<file path="src/rtl/midi_port_pkg.sv">
// Shared constants and types for the MIDI port.
// Assumes an 8-bit status byte whose bit positions are fixed by software.
package midi_port_pkg;
    localparam int ST_W      = 8;
    localparam int ST_RXPEND = 2;
    localparam int ST_TXRDY  = 3;
    localparam int ST_TMR0   = 4;
    localparam int ST_ACT    = 7;
    localparam int N_TMR     = 3;

    typedef enum logic [1:0] {
        SEL_CTRL = 2'd0,
        SEL_DATA = 2'd1,
        SEL_STAT = 2'd2,
        SEL_NONE = 2'd3
    } sel_e;

    // Effect of one control write
    typedef struct packed {
        logic            rx_on;
        logic            tx_on;
        logic            flush;
        logic [ST_W-1:0] clr;
    } ctrl_act_t;
endpackage

</file>
<file path="src/rtl/midi_ctrl_decode.sv">
// Decodes the low nibble of a control write into next enables, queue flush
// and the status bits to clear. Purely combinational; assumes the caller
// applies the result only on a control write.
module midi_ctrl_decode
    import midi_port_pkg::*;
(
    input  logic [3:0] nib,
    input  logic       rx_on,
    input  logic       tx_on,
    output ctrl_act_t  act
);
    // Nibble decode with the two special codes first, disables after enables
    always_comb begin
        act.rx_on = rx_on;
        act.tx_on = tx_on;
        act.flush = 1'b0;
        act.clr   = '0;
        if (nib == 4'h0) begin
            act.rx_on = 1'b0;
            act.tx_on = 1'b0;
            act.flush = 1'b1;
            act.clr   = 8'h8C;
        end else if (nib == 4'hF) begin
            act.clr   = 8'h8C;
        end else begin
            if (nib[0]) act.rx_on = 1'b1;
            if (nib[2]) act.tx_on = 1'b1;
            if (nib[1]) begin
                act.rx_on = 1'b0;
                act.flush = 1'b1;
            end
            if (nib[3]) act.tx_on = 1'b0;
            act.clr = 8'h80;
        end
    end


    always_comb begin
        flush_stops_rx_chk: assert (!(act.flush && act.rx_on));
    end
endmodule

</file>
<file path="src/rtl/midi_rx_queue.sv">
// Circular receive queue. Pointers wrap by natural overflow, so DEPTH must
// be a power of two. No overrun protection: a push always writes and advances.
module midi_rx_queue #(
    parameter int DEPTH  = 16,
    parameter int DATA_W = 8
) (
    input  logic              clk,
    input  logic              rst_n,
    input  logic              push,
    input  logic              pop,
    input  logic              flush,
    input  logic [DATA_W-1:0] din,
    output logic [DATA_W-1:0] dout
);
    localparam int PTR_W = $clog2(DEPTH);

    logic [DATA_W-1:0] mem [DEPTH];
    logic [PTR_W-1:0]  wr_ptr;
    logic [PTR_W-1:0]  rd_ptr;

    // Storage and pointer update; flush overrides both pointer moves
    always_ff @(posedge clk) begin
        if (!rst_n) begin
            wr_ptr <= '0;
            rd_ptr <= '0;
            for (int i = 0; i < DEPTH; i++) mem[i] <= '0;
        end else begin
            if (push) mem[wr_ptr] <= din;
            if (flush) begin
                wr_ptr <= '0;
                rd_ptr <= '0;
            end else begin
                if (push) wr_ptr <= wr_ptr + 1'b1;
                if (pop && (rd_ptr != wr_ptr)) rd_ptr <= rd_ptr + 1'b1;
            end
        end
    end

    assign dout = mem[rd_ptr];


    flush_zero_chk: assert property (@(posedge clk) disable iff (!rst_n)
        flush |=> (wr_ptr == '0 && rd_ptr == '0));

    pop_hold_chk: assert property (@(posedge clk) disable iff (!rst_n)
        (pop && !flush && rd_ptr == wr_ptr) |=> $stable(rd_ptr));
endmodule

</file>
<file path="src/rtl/midi_status_irq.sv">
// Status byte and combined interrupt. Each cycle the clears from register
// accesses are applied first and the sets from events last, so sets win.
// Assumes at most one register access per cycle.
module midi_status_irq
    import midi_port_pkg::*;
#(
    parameter int CTRL_W = 6
) (
    input  logic              clk,
    input  logic              rst_n,
    input  logic              ctrl_wr,
    input  logic [ST_W-1:0]   ctrl_clr,
    input  logic              st_read,
    input  logic              rx_take,
    input  logic              tx_send,
    input  logic              rx_push,
    input  logic              tick,
    input  logic [CTRL_W-1:0] ctrl_q,
    input  logic              tx_on,
    input  logic [N_TMR-1:0]  tmr_evt,
    input  logic [ST_W-1:0]   irq_mask,
    input  logic [N_TMR-1:0]  tmr_mask,
    output logic [ST_W-1:0]   status,
    output logic              irq
);
    logic [ST_W-1:0] clr;
    logic [ST_W-1:0] set;
    logic            tick_live;
    logic            unused_mask_bits;

    assign unused_mask_bits = ^{irq_mask[7:5], irq_mask[3], irq_mask[1]};
    assign tick_live = tick && !ctrl_wr && (ctrl_q != '0) && (ctrl_q != '1);

    // Gather the clear and set masks for this cycle
    always_comb begin
        clr = ctrl_wr ? ctrl_clr : '0;
        if (st_read) clr = clr | 8'hF3;
        if (rx_take) clr[ST_RXPEND] = 1'b1;
        if (tx_send) clr[ST_TXRDY]  = 1'b1;
        set = '0;
        set[ST_RXPEND] = rx_push;
        set[ST_TXRDY]  = tick_live && tx_on;
        set[ST_ACT]    = tick_live && ctrl_q[4];
        set[ST_TMR0 +: N_TMR] = tmr_evt;
    end

    // Status register: clear, then set
    always_ff @(posedge clk) begin
        if (!rst_n) status <= '0;
        else        status <= (status & ~clr) | set;
    end

    // Interrupt from every unmasked pending flag
    always_comb begin
        irq = (status[ST_RXPEND] && !irq_mask[0]) ||
              (status[ST_TXRDY]  && !irq_mask[2]) ||
              (status[ST_ACT]    && !irq_mask[4]) ||
              (|(status[ST_TMR0 +: N_TMR] & ~tmr_mask));
    end


    rd_clear_chk: assert property (@(posedge clk) disable iff (!rst_n)
        (st_read && !tick && tmr_evt == '0) |=> (status[7:4] == 4'h0));

    rd_keep_chk: assert property (@(posedge clk) disable iff (!rst_n)
        (st_read && !rx_take && !tx_send && !ctrl_wr)
        |=> ((status[3:2] & $past(status[3:2])) == $past(status[3:2])));

    rx_set_chk: assert property (@(posedge clk) disable iff (!rst_n)
        rx_push |=> status[ST_RXPEND]);
endmodule

</file>
<file path="src/rtl/midi_port_ctl.sv">
// MIDI port top: register decode, control/enable state, registered read
// mux and transmit strobe. Assumes wr_en and rd_en are single-cycle strobes
// and that a write in the same cycle as a read suppresses the read.
module midi_port_ctl
    import midi_port_pkg::*;
#(
    parameter int DATA_W = 8,
    parameter int QDEPTH = 16,
    parameter int CTRL_W = 6
) (
    input  logic              clk,
    input  logic              rst_n,
    input  logic              wr_en,
    input  logic              rd_en,
    input  logic [1:0]        reg_sel,
    input  logic [DATA_W-1:0] wr_data,
    output logic [DATA_W-1:0] rd_data,
    input  logic              rx_valid,
    input  logic [DATA_W-1:0] rx_byte,
    output logic              tx_strobe,
    output logic [DATA_W-1:0] tx_byte,
    input  logic              tick,
    input  logic [N_TMR-1:0]  tmr_evt,
    input  logic [ST_W-1:0]   irq_mask,
    input  logic [N_TMR-1:0]  tmr_mask,
    output logic              irq
);
    sel_e              sel;
    logic              rd_any;
    logic              ctrl_wr, data_wr, data_rd, st_rd;
    logic              rx_push, rx_take, tx_send;
    logic [CTRL_W-1:0] ctrl_q;
    logic              rx_on, tx_on;
    ctrl_act_t         act;
    logic [DATA_W-1:0] q_dout;
    logic [ST_W-1:0]   status;

    assign sel     = sel_e'(reg_sel);
    assign rd_any  = rd_en && !wr_en;
    assign ctrl_wr = wr_en && sel == SEL_CTRL;
    assign data_wr = wr_en && sel == SEL_DATA;
    assign data_rd = rd_any && sel == SEL_DATA;
    assign st_rd   = rd_any && sel == SEL_STAT;
    assign rx_push = rx_valid && rx_on && !ctrl_wr;
    assign rx_take = data_rd && rx_on;
    assign tx_send = data_wr && tx_on;

    midi_ctrl_decode u_dec (
        .nib   (wr_data[3:0]),
        .rx_on (rx_on),
        .tx_on (tx_on),
        .act   (act)
    );

    midi_rx_queue #(.DEPTH(QDEPTH), .DATA_W(DATA_W)) u_q (
        .clk   (clk),
        .rst_n (rst_n),
        .push  (rx_push),
        .pop   (rx_take),
        .flush (ctrl_wr && act.flush),
        .din   (rx_byte),
        .dout  (q_dout)
    );

    midi_status_irq #(.CTRL_W(CTRL_W)) u_st (
        .clk      (clk),
        .rst_n    (rst_n),
        .ctrl_wr  (ctrl_wr),
        .ctrl_clr (act.clr),
        .st_read  (st_rd),
        .rx_take  (rx_take),
        .tx_send  (tx_send),
        .rx_push  (rx_push),
        .tick     (tick),
        .ctrl_q   (ctrl_q),
        .tx_on    (tx_on),
        .tmr_evt  (tmr_evt),
        .irq_mask (irq_mask),
        .tmr_mask (tmr_mask),
        .status   (status),
        .irq      (irq)
    );

    // Control word and enable state
    always_ff @(posedge clk) begin
        if (!rst_n) begin
            ctrl_q <= '0;
            rx_on  <= 1'b0;
            tx_on  <= 1'b0;
        end else if (ctrl_wr) begin
            ctrl_q <= wr_data[CTRL_W-1:0];
            rx_on  <= act.rx_on;
            tx_on  <= act.tx_on;
        end
    end

    // Registered read mux; holds its value between reads
    always_ff @(posedge clk) begin
        if (!rst_n) begin
            rd_data <= '0;
        end else if (rd_any) begin
            case (sel)
                SEL_CTRL: rd_data <= {{(DATA_W-CTRL_W){1'b0}}, ctrl_q};
                SEL_DATA: rd_data <= rx_on ? q_dout : '0;
                SEL_STAT: rd_data <= status;
                default:  rd_data <= '0;
            endcase
        end
    end

    // Transmit strobe and byte, one cycle after an accepted data write
    always_ff @(posedge clk) begin
        if (!rst_n) begin
            tx_strobe <= 1'b0;
            tx_byte   <= '0;
        end else begin
            tx_strobe <= tx_send;
            if (tx_send) tx_byte <= wr_data;
        end
    end


    tx_gate_chk: assert property (@(posedge clk) disable iff (!rst_n)
        tx_strobe |-> $past(tx_on));

    full_reset_chk: assert property (@(posedge clk) disable iff (!rst_n)
        (ctrl_wr && wr_data[3:0] == 4'h0) |=> (!rx_on && !tx_on));

    rd_off_zero_chk: assert property (@(posedge clk) disable iff (!rst_n)
        (data_rd && !rx_on) |=> (rd_data == '0));
endmodule

</file>
<file path="config.mk">
export PLATFORM = sky130hd
export DESIGN_NAME = midi_port_ctl
export DESIGN_NICKNAME = d
export VERILOG_FILES = /design/src/rtl/midi_port_pkg.sv /design/src/rtl/midi_ctrl_decode.sv /design/src/rtl/midi_rx_queue.sv /design/src/rtl/midi_status_irq.sv /design/src/rtl/midi_port_ctl.sv
export SDC_FILE = /design/constraint.sdc
export NUM_CORES = 1
export LEC_CHECK = 0
export BUFFER_PORTS_ARGS = -buffer_cell sky130_fd_sc_hd__buf_2
export CAP_MARGIN = 20
export CELL_PAD_IN_SITES_DETAIL_PLACEMENT = 0
export CELL_PAD_IN_SITES_GLOBAL_PLACEMENT = 1
export CORE_MARGIN = 3
export CORE_UTILIZATION = 35
export DETAILED_ROUTE_END_ITERATION = 12
export PLACE_DENSITY_LB_ADDON = 0.1
export SLEW_MARGIN = 20
export SYNTH_ARGS = -nofsm -noshare
export SYNTH_HDL_FRONTEND = slang
export SYNTH_SLANG_ARGS = --single-unit
</file>
<file path="constraint.sdc">
create_clock -name clk -period 2.6 [get_ports clk]
set_clock_uncertainty 0.15 [all_clocks]
set_input_delay 0.52 -clock clk [delete_from_list [all_inputs] [get_ports clk]]
set_output_delay 0.52 -clock clk [all_outputs]
set_load 0.01 [all_outputs]
</file>
# Word-level counts from Yosys, hierarchy flattened
# Memory sizes are Yosys's and may differ from the RTL's. A register that Yosys moved wholly into a read port is not among the register bits.
# Index checks and enable logic that the tools add are counted.
[totals] word_cells=84 mem_bits_rw=128 output_inout_bits=18 regBits=41 in_bits=38 n_memories=1
[op_classes] n_mux=23 add_sub_neg=2 bitwise_logic=6 n_reduce_logical=37 eq_ne=6
[mem_list] name="u_q.mem" words=16 width=8 read_ports=1 rd_ports_with_merged_regs=1 wr=16 line_no="midi_rx_queue.sv:17" rtl="logic [DATA_W-1:0] mem [DEPTH];"
[op_table] cell="8-bit 2-to-1 mux" n=4
[op_table] cell="8-bit case mux with 3 select lines" n=1
[op_table] cell="1-bit logical AND" n=19
[op_table] cell="4-bit 2-to-1 mux" n=4
[op_table] cell="1-bit 2-to-1 mux" n=12
[op_table] cell="11-bit 2-to-1 mux" n=1
[op_table] cell="4-bit by 1-bit adder with 4-bit output, second input constant" n=2
[op_table] cell="8-bit bitwise AND" n=1
[op_table] cell="8-bit inverter" n=1
[op_table] cell="8-bit OR" n=1
[op_table] cell="8-bit OR reduction" n=1
[op_table] cell="6-bit != test, second input constant" n=1
[op_table] cell="3-bit AND reduction" n=2
[op_table] cell="3-bit nonzero test" n=2
[op_table] cell="6-bit nonzero test" n=1
[op_table] cell="1-bit logical NOT" n=5
[op_table] cell="4-bit == test, second input constant" n=1
[op_table] cell="4-bit logical NOT" n=1
[op_table] cell="4-bit != test" n=1
[op_table] cell="3-bit bitwise AND" n=1
[op_table] cell="1-bit logical OR" n=3
[op_table] cell="3-bit 2-to-1 mux" n=1
[op_table] cell="3-bit inverter" n=1
[op_table] cell="3-bit OR reduction" n=1
[op_table] cell="6 further kinds" n=6

# Longest topological paths before layout
# Gate-level depths: netlist of run 1.
[logic_depth] ltp_word=10 ltp_mapped=7 ltp_nobuf=5

# Modules after synthesis
# Synthesis of run 1 repeated with hierarchy kept, for this count alone.
[hier_totals] hier_cells=627 hier_area_um2=8186.6
[by_module_without_submodules] module="midi_rx_queue" cells_per_inst=434 area_per_inst_um2=6446.2 instances=1
[by_module_without_submodules] module="midi_port_ctl" cells_per_inst=124 area_per_inst_um2=1183.6 instances=1
[by_module_without_submodules] module="midi_status_irq" cells_per_inst=45 area_per_inst_um2=397.9 instances=1
[by_module_without_submodules] module="midi_ctrl_decode" cells_per_inst=24 area_per_inst_um2=158.9 instances=1

# Least setup slack after synthesis of run 1
# Ideal clock, no wire load.
[synth_path] kind="input-to-reg" from="input reg_sel[0]" to="memory u_q.mem[10][0] (enable)" required_ns=2.066 cell_stages=5 path_buffers=2 path_slack_ns=0.273 t_arrival_ns=1.793 cell_sequence="buf_4 or3b_1 clkbuf_1 nand3_1 o21ai_0"
[synth_lines] item="start, declared" line_no="midi_port_ctl.sv:15" rtl="input logic [1:0] reg_sel,"
[synth_lines] item="end, declared" line_no="midi_rx_queue.sv:17"

==> results.txt, run 1 <==
In the finished design, the share of the clock period the worst path needs comes to 0.927. The number of standard cells after synthesis came out at 615. The critical path buffer and inverter count came out at 1. The cts-stage hold buffer count came out at 0.

The number of sinks driven by the clock tree is 173. In this run the worst path has a maximum fanout of 9. The area of the core came out at 0.0221 mm2. Adding up every negative setup slack in the final design gives 0 ps. By area, the combinational part of the netlist is dominated by simple AND/OR/NAND/NOR gates. The fraction of the yosys area taken by sequential cells is 0.595.

The synthesized net count is 658. The via density per instance is 5.15. The final-report hold violation count came to 0. The measured slew at the worst slew-check pin is 711 ps. The areal power density over the cells is 623 mW/mm2. The number of cells traversed by the worst hold path is 2. The data required time of the worst path is between 2000 and 3000 ps.

Yosys attributes the largest share of cell area to edfxtp_1 (48%), dfxtp_1 (11%), and2_1 (10%), mux4_2 (6.2%), mux4_1 (3.0%). The number of antenna diodes in the final layout is 0. Clock tree synthesis selected as its root buffer the cell clkbuf_16. The post-CTS resize count came out at 0.

The count of standard-cell rows is 54. The share of synthesized cell area in full adder, half adder and majority cells is 0.00785. The worst setup path is captured at a flop. The via total after detailed routing is 5,060.

OpenSTA, run right after detailed placement, puts the worst setup slack at between 50 and 60 ps. The worst register-to-register path has a depth of 5. The post-CTS setup repair buffer count is 0. In the post-synthesis netlist, the cell with the most instances is and2_1. The run finished with clean final reports. The first global-routing pass estimated about 30,000 um of wire. The fraction of final layout cells sized beyond drive strength 1 is 0.228.

The area share of the leading cell type in the synthesized netlist came out at 0.482. The count of cell types in the netlist came out at 57. The clock tree synthesis step divided the H-tree into 4 levels. The number of max-cap violations is 0. The number of max-slew violations in the final report is 0.

Data arrives at the worst endpoint at 2350 ps. The height of the die came out at 157 um. The async set-or-reset flop fraction in the synthesized netlist is 0.

The cell with the biggest individual delay on the critical path is nor3_1. The post-synthesis area per instance is 13.0 um2. Counting instances in the post-synthesis netlist gives the leading cell types as and2_1 (130), edfxtp_1 (128), dfxtp_1 (45). The worst flop-to-flop path endpoint is u_q.mem[0][6]. The largest area contributor in the synthesized netlist is edfxtp_1.

Entering global routing, the biggest net connects 28 pins. The via count of the first global-routing pass came to 5,125. In the routed design, unresolved DRC markers number 0. The first-pass detailed-route iteration total came out at 5. The final routed wire length divided by cell count came out at 20.6 um. The antenna violation net count after detailed routing is 0. The area of the die came out at 0.0246 mm2. The number of buffers added on ports came out at 50.

The total congestion overflow after global routing came out at 0. The area fraction in and, or, nand and nor cells after synthesis is 0.183. The worst hold path terminates at u_st.status[4]. The xor-xnor portion of the synthesized cell area is 0.00769. Detailed placement ended at an HPWL of 14,500 um. Setup violations remaining at the end of the flow were counted as 0. The net count reported at finish came out at ~730. Across all register-to-register paths, the minimum setup slack is 190 ps. The synthesized design contains 128 enable-type register cells. The detailed-route wire length came out at slightly above 20,000 um.

The register clock-pin slew on the reported worst setup and hold paths is 70 ps. The area growth from synthesis to final layout is 16.5%. The number of CTS-inserted buffers came out at 17. The critical path goes through inv_1 -> ha_1 -> nand3_1 -> nor3_1 -> nand2b_1. The worst setup path is launched from a flop. The placer's final routability congestion estimate is 0.793. In this run the critical register-to-register path is launched from u_q.wr_ptr[0]. In this design, the largest share of critical-path delay is due to simple AND/OR/NAND/NOR gates. The die width came out at between 150 and 200 um. The violation count after the first detailed-route iteration is 330.

By startpoint and endpoint, the worst setup path is classified as reg -> reg. The fraction of the mapped netlist area in compound gates is 0.0598. The total of warnings raised by yosys is 0. The worst min-delay path startpoint is tmr_evt[0]. The total routing resource utilization after global routing came out at 0.169. The tightest min-delay check is of the in -> reg type. The cell area after synthesis came out at 0.00797 mm2. The initial antenna violation count came out at 0. The number of synthesized register bits came out at 173. The final period demand of the worst path came out at 2410 ps. The clock passes through at most 2 buffers. Based on the critical path, the design can be clocked at up to roughly 0.41 GHz. The starting utilization of the core area came out at 0.361. Setup repair after global routing left no endpoint under its margin. In this run the count of I/O pins placed on the die edge is 56. The maximum ir drop on the vdd rail came out at 0.000375 V. In this run the tightest slew margin relative to its limit is 0.523. The slack of the critical path is 189 ps. The later-pin clock latency in the skew report is 430 ps. The leakage power total came out at 0.00343 uW. The dominant register cell in the synthesized netlist is edfxtp_1. The multiplexer area fraction after synthesis came out at 0.117. The final-layout fill cell count came out at 2,078.

TritonCTS built the clock tree. The maximum cell stage delay along the critical path is 630 ps.
## routing by layer
layer,GRT usage,part of all wire,up-vias
li1,-,-,2408
met1,0.230,0.46,2521
met2,0.275,0.49,115
met3,0.0335,0.043,16
met4,0.0538,0.013,0
met5,0,0,-
## kinds of logic after synthesis
kind of cell | after synthesis
AO/OA/AOI/OAI | 76
multiplexers | 50
AND/OR/NAND/NOR | 255
XOR/XNOR | 7
buffers and inverters | 49
flip-flops | 173
adder cells (fa/ha/maj) | 5
## metrics by stage
stage / total power (uW) / hold WS, ps / cell area [um2] / util / std cells
floorplan: 3260 / 297 / 7970 / - / 615
global placement: 3400 / 292 / 8730 / 0.395 / 951
detailed placement: 3410 / 297 / 8730 / 0.395 / 951
CTS: 5850 / 138 / 9290 / 0.420 / 983
global route: 6000 / 156 / 9290 / 0.420 / 983
finish: 5780 / 161 / 9290 / 0.420 / 983
## power breakdown
group | internal, uW | switching [uW]
clock | 1330 | 1110
combinational | 99.3 | 171
sequential | 3040 | 32.1
## worst max path at each step
stage / start / to / cells after the start / slack, ps
3_3_place_gp: wr_en / u_q.mem[0][0] / 5 / 80
4_1_cts: u_q.wr_ptr[0] / u_q.mem[0][6] / 5 / 210
2_1_floorplan: reg_sel[0] / u_q.mem[10][0] / 5 / 270
3_5_place_dp: wr_en / u_q.mem[0][0] / 5 / 50
6_report: u_q.wr_ptr[0] / u_q.mem[0][6] / 5 / 190
5_1_grt: u_q.wr_ptr[0] / u_q.mem[0][6] / 5 / 0.2
## final cells by class
cell class              instances  area (um2)  area share
clock buffers                  17         425      0.0458
clock inverters                15         135      0.0146
inverters                      13        48.8     0.00525
multi-input cells             393        2990       0.322
flip-flops and latches        173        4750       0.511
well taps                     280         350      0.0377
repair buffers                 92         591      0.0636
## flip-flops by register name, indices dropped and copies added (netlist names), named ones only
name	cells
u_q.mem	128
u_st.status	8
rd_data	8
u_q.wr_ptr	4
rx_on	1
tx_strobe	1
ctrl_q	6
tx_on	1
u_q.rd_ptr	4
tx_byte	8
## cells in the final DEF, fill, tap and decap left out, types with 5 or more instances in the layout
cell       count
and3_1         6
mux4_2        22
inv_6          6
nand2b_1       8
a21oi_1       24
nand3_1       12
nor2_1        26
clkbuf_16     17
nor3_1         9
mux2_2         8
o21ai_0       18
mux4_1         9
dfxtp_1       44
a22oi_1        5
mux2i_1       11
buf_2         50
inv_1         12
and2_1       130
ha_1           5
edfxtp_1     128
buf_4         40
nand2_1       35
## worst register-to-register path: cells and delay by family, from the launching register on
| kind | cells | cell delay, ps |
|---|---|---|
| flip-flops | 1 | 390 |
| AND/OR/NAND/NOR | 3 | 1280 |
| buffers and inverters | 1 | 110 |
| adder cells (fa/ha/maj) | 1 | 150 |
Note: power is estimated with default switching activity, not from simulation.
==> run 2: changes to the inputs <==
Settings changed: ABC_AREA set to 1.
==> run 2 against run 1 <==
Core utilization hardly changed. Cell count rose by 31%. Synthesized cell count grew 52%. Critical path depth is 1 lower.
==> results.txt, run 2 <==
The dominant register cell in the synthesized netlist is edfxtp_1. The synthesized net count came out at 976. The final-report hold violation count is 0.

The total of warnings raised by yosys came out at 0. The measured slew at the worst slew-check pin came out at 712 ps. The worst hold slack across all endpoints is 143 ps. The detailed router finished its first iteration with 259 violations. Counting I/O delays and the setup requirement, the final critical path takes 2070 ps.

In the finished design, the share of the clock period the worst path needs comes to 0.795. The worst-case IR drop observed on VDD is around 0.00048 V. Entering global routing, the biggest net connects 65 pins. The area share of the leading cell type in the synthesized netlist is 0.476. The post-CTS setup repair buffer count is 0. The synthesized design contains approximately 130 enable-type register cells. The detailed-route wire length came out at between 20,000 and 25,000 um.

The floorplan step defined a die boundary enclosing approximately 0.025 mm2. The multiplexer area fraction after synthesis is 0. The later-pin clock latency in the skew report is 440 ps. Ranked by flip-flop count, first place goes to u_q.mem.

The antenna violation net count after detailed routing is 0. The first-pass GRT wire length came out at 34,200 um. The detailed-route wire length on metal 1 came out at 10,200 um. The clock tree synthesis step divided the H-tree into 4 levels. The final routed wire length divided by cell count is 17.0 um. The cts-stage hold buffer count is 0.

For the worst setup path, the data required time is ~1900 ps. The area of placed instances came out at 0.00878 mm2. Routed signal wires occupy layers up through met4. The die width came out at 158 um. Detailed placement finished with a half-perimeter wire length of 14,700 um. The summed negative setup slack over all endpoints came out at 0 ps.

The number of standard cells after synthesis came out at 933. Counting tap cells, the placed design contains a total of 1,260 instances. The clock drives 173 sinks.

The leakage power total came out at 0.00406 uW. The top achievable clock speed is 0.484 GHz. The number of max-cap violations came out at 0. Setup repair after global routing left no endpoint under its margin.

In the layout the commonest cells are nand2_1 (194), nor2_1 (186), inv_1 (130). The count of final setup violators came out at 0. The height of the die is ~160 um. After clock tree synthesis, the repair step resized 0 gates.

The area fraction in and, or, nand and nor cells after synthesis is 0.256. By instance count, the leading cell after synthesis is nand2_1. Relative to the synthesized area, the layout overhead comes to 15.7%. Across every metal layer, demand over resource in global routing totals 0.184. The largest total area in the synthesized netlist belongs to edfxtp_1.

Counting the buffers created by CTS gives 17. The met2 routed wirelength came out at 10,600 um. The fraction of the yosys area taken by sequential cells came out at 0.588. In this run the worst path has a maximum fanout of 2. The number of standard cells in the final layout excluding fillers is 1,292. The worst path arrival time is 1400 ps. The via total after detailed routing came out at 6,132.

The first-pass detailed-route iteration total came out at 5. The final antenna diode count came out at 0. The final-layout fill cell count came out at 2,298.

The worst pin sits at a relative slew slack of 0.525. The core region is approximately 0.022 mm2. The post-synthesis area per instance came out at 8.65 um2.

The area taken by flip-flops and latches came out at 0.00475 mm2. Of the total synthesized cell area, the portion taken by full adders, half adders and majority gates is 0.00775. The worst setup path is of the reg -> out kind.

Of the total synthesized cell area, the portion taken by XOR and XNOR cells is 0.00543. The cell area after synthesis is 0.00807 mm2. Routability-driven placement finished with a final weighted congestion of 0.802.

The fraction of final layout cells sized beyond drive strength 1 came out at 0.137. After floorplanning, the core was divided into 54 placement rows. The cell area after layout came out at 0.00934 mm2. After synthesis, the share of flip-flops with an asynchronous set or reset is 0. Port buffering added 50 buffers. By area, the combinational part of the netlist is dominated by simple AND/OR/NAND/NOR gates. The detailed-routed wire length on met3 is 923 um. The number of max-slew violations in the final report came out at 0. The maximum clock insertion buffer count came out at 2. The count of unresolved DRC violations after routing is 0.

The clock tree from TritonCTS is built. The synthesized design contains 173 register bits. For this run the aggregate overflow at the end of global routing stands at 0. The final layout contains 1,042 nets. The run finished with clean final reports. The starting utilization of the core area is 0.363. The via density per instance is around 4.7.

The class of the most critical hold timing path is in -> reg. Leaving out fill and tap cells, the most frequent cell in the layout is nand2_1. The initial antenna violation count came to 0.

After clock tree synthesis, the clock-pin slew on the worst setup and hold paths is 70 ps. The via count of the first global-routing pass was 6,009. The number of primary I/O pins is 56. The category of the worst setup path launch point is a flop. After synthesis, the most frequently instantiated cells are nand2_1 (194), nor2_1 (186), inv_1 (130). The flip-flop count of the largest register after layout came out at approximately 130. The count of cell types in the netlist came out at 33. In this run the power density over the cells is 624 mW/mm2. STA classifies the critical path endpoint as an output pin.

The fraction of the mapped netlist area in compound gates came out at 0.0581. Ranked by total cell area, the synthesized netlist is headed by edfxtp_1 (48%), dfxtp_1 (11%), nand2_1 (9.0%), nor2_1 (8.7%), inv_1 (6.0%). The multi-input gate area in the final layout is 0.00264 mm2. The tree is rooted in a clkbuf_16.
[run 2: cells by family after synthesis]
group,count (synthesis)
adders and majority gates,5
and+or+nand+nor,494
buffers and inverters,172
xor gates and xnor gates,5
AOI/OAI and AO/OA,84
DFF,173
[run 2: per-stage QoR]
step,util,worst slack (ps),total power [uW]
final,0.420,534,5820
after floorplan,-,581,3290
after detailed placement,0.395,186,3420
after global placement,0.395,193,3420
after CTS,0.420,500,5890
after global routing,0.420,349,6040
[run 2: critical path, cell delays in order (launching register included)]
cell      delay [ps]
dfxtp_1          320
inv_1             80
o21ai_0           80
a2111o_1         340
buf_2            140
[run 2: area by class of cell]
type	count	share of cell area
tap	280	0.0375
inverter	133	0.0535
clock inverter	12	0.0106
multi-input combinational	588	0.283
clock buffer	20	0.0490
sequential	173	0.508
timing repair buffer	86	0.0584
[run 2: path summary, 6_finish.rpt]
check | from | end | slack [ps] | cells after the start
hold reg to reg | u_st.status[0] | u_st.status[0] | 290 | 2
setup / recovery | u_st.status[3] | irq | 530 | 4
hold / removal | tmr_evt[2] | u_st.status[6] | 140 | 3
setup reg to reg | flop | rd_data[1] | 560 | 12
[run 2: metal layers]
metal  GRT usage  vias to the layer above
met4      0.0504                        0
li1            -                     3136
met2       0.300                      127
met3      0.0336                       16
met1       0.254                     2853
met5           0                        -
[run 2: power breakdown]
group | total (uW) | switching (uW) | internal (uW) | leakage [uW]
logic | 296 | 214 | 82.5 | 0.00209
registers | 3060 | 25.7 | 3030 | 0.00169
clock network | 2470 | 1160 | 1310 | 0.000278
==> run 3: changes to the inputs <==
Settings changed: ABC_AREA 1 to 0.
Clock period 2.6 ns to 1.8 ns, I/O delays scaled along.
==> run 3 against run 2 <==
The run now ends with negative setup slack left. Critical endpoint is now rd_data[2]. Design area up 8.2%. Largest power group unchanged. Worst setup slack worse by 660 ps. Non-clock buffer count up 41. Largest cell class unchanged. Combinational power up 55%. Sequential share of layout area down 3.7 points. Global-route usage down 1.1 points. Sequential cell count unchanged. Wire length down 6.7%. Cell count down 21%. Core utilization up 3.7 points.
==> results.txt, run 3 (same netlist as run 1, synthesis figures left out) <==
The leakage power total is 0.00370 uW. The number of max-cap violations came out at 0. For this configuration, the core starts out at a cell density of 0.361.

Ranked by flip-flop count, first place goes to u_q.mem. The final layout contains routed wiring with a total length of 20,500 um. The via count of the first global-routing pass came to around 5,300.

The dominant delay contributor by cell family on the critical path is multiplexers. The relative slew slack came out at 0.670. The clock tree root buffer cell is clkbuf_16.

The count of final setup violators came out at 9. The final-report hold violation count was 0. The height of the die came out at 157 um.

TritonCTS built the clock tree. The antenna violation net count after detailed routing came out at 0. The via total after detailed routing is 5,132. The areal power density over the cells came out at 875 mW/mm2. The fraction of final layout cells sized beyond drive strength 1 came out at 0.348. STA classifies the critical path endpoint as a flop. The first-pass detailed-route iteration total came out at 4. The final-layout fill cell count came out at ~2,000. The later-pin clock latency in the skew report came out at about 420 ps. The register clock-pin slew on the reported worst setup and hold paths is roughly 70 ps. The critical path buffer and inverter count is 1.

The checks that failed: negative setup slack. The total congestion overflow after global routing is 0. The worst min-delay path startpoint is wr_data[6]. The maximum clock insertion buffer count is 2. The area of the die is 0.0246 mm2. The worst path arrival time is 2080 ps.

The area growth from synthesis to layout is 26.7%. The count of unresolved DRC violations after routing came out at 0. The summed negative setup slack over all endpoints came out at -571 ps. The floorplan step set the die width to 157 um. The first global-routing pass estimated 31,600 um of wire.

The floorplan step defined a core boundary enclosing 0.0221 mm2. The initialized floorplan defines 54 standard-cell rows. The flow ran to the end, but the final reports show violations. The net count reported at finish is 768.

The min-delay analysis places its worst path in the category in -> reg. Timing would allow up to between 0.5 and 0.6 GHz. Across all setup checks in the final design, the least slack found is -121 ps. The number of buffers added on ports came out at 50. The largest driver fanout on the critical path is 13. The total routing resource utilization after global routing is 0.173. The flip-flop count of the largest register after layout is 128.

Leaving out fill and tap cells, the most frequent cell in the layout is and2_1. The measured slew at the worst slew-check pin is 488 ps. The clock net in this run drives a total of ~170 sinks. At the worst endpoint, the required time is just under 2000 ps. The category of the worst setup path launch point is a flop. The worst hold slack across all endpoints came out at 20.4 ps. The initial antenna violation count came out at 0. The cell with the biggest individual delay on the critical path is mux4_2. The violation count after the first detailed-route iteration is 302.

The maximum ir drop on the vdd rail came out at 0.000514 V. The largest net degree at the start of global routing came out at 19. Routability-driven placement finished with a final weighted congestion of 0.802. The repair_antennas step left the layout with diodes totalling 0. Setup repair after global routing could not meet its margin everywhere. The category of the most critical setup path is reg -> reg. The final routed wire length divided by cell count is 20.1 um. Using the TritonRoute via totals, the vias-per-cell ratio works out to between 5 and 6.

The number of primary I/O pins came out at 56. The signal on the critical path passes through buf_12 -> mux4_2 -> mux2_4 -> a221oi_2 -> o21ai_1. For this run, the slowest stage of the critical path takes 540 ps. The H-tree depth came out at 4. The number of max-slew violations in the final report is 0. In the layout the commonest cells are and2_1 (130), edfxtp_1 (128), buf_4 (60).

The final period demand of the worst path is 1920 ps. The final cycle utilization of the critical path is 1.07. The detailed placer's ending HPWL came out at 14,700 um. Counting the buffers created by CTS gives 17.
-- run 3: worst register-to-register path: cells and delay by family, from the launching register on --
family,cells,cell delay (ps)
muxes,2,860
DFF,1,340
AOI/OAI and AO/OA,2,290
buffers and inverters,1,170
-- run 3: cell type report --
type | count | area (um2) | share of cell area
Sequential cell | 173 | 4760 | 0.471
Clock buffer | 17 | 425 | 0.0421
Tap cell | 280 | 350 | 0.0347
Multi-Input combinational cell | 393 | 3360 | 0.332
Clock inverter | 15 | 205 | 0.0203
Timing Repair Buffer | 127 | 953 | 0.0944
Inverter | 13 | 48.8 | 0.00483
-- run 3: worst paths after layout --
path	end	slack [ps]	depth (start not counted)
worst max-delay path	rd_data[2]	-120	5
worst min-delay path	tx_byte[6]	20	3
worst max register to register	rd_data[2]	-120	5
worst min register to register	tx_byte[1]	300	2
-- run 3: layer usage --
metal | part of all wire | wire, um | global-route usage | up-vias
met4 | 0.011 | 223 | 0.0425 | 0
met1 | 0.45 | 9260 | 0.233 | 2549
met5 | 0 | 0 | 0 | -
li1 | - | - | - | 2472
met3 | 0.038 | 771 | 0.0319 | 18
met2 | 0.50 | 10200 | 0.292 | 93
-- run 3: repair_timing --
item / in CTS / in global routing
hold endpoints to repair: 3 / 0
endpoints found under the setup margin: 109 / 123
gates resized for setup: 34 / 25
hold buffers: 3 / 0
buffers inserted: 4 / 3
pin swaps: 2 / 8
-- run 3: where the power goes --
group	internal, uW	total, uW	switching, uW
logic	187	458	271
registers	4390	4440	50.6
clock network	2350	3940	1600
-- run 3: through the flow --
stage                     std cells  instance area [um2]  utilization  power, uW  worst slack [ps]
final                          1018                10100        0.457       8840              -121
after global routing           1018                10100        0.457       9130              -152
after CTS                      1015                 9970        0.451       8930              -144
after detailed placement        976                 9170        0.415       4970              -247
after global placement          976                 9170        0.415       4960              -306
after floorplan                 615                 8200            -       4740             -34.4
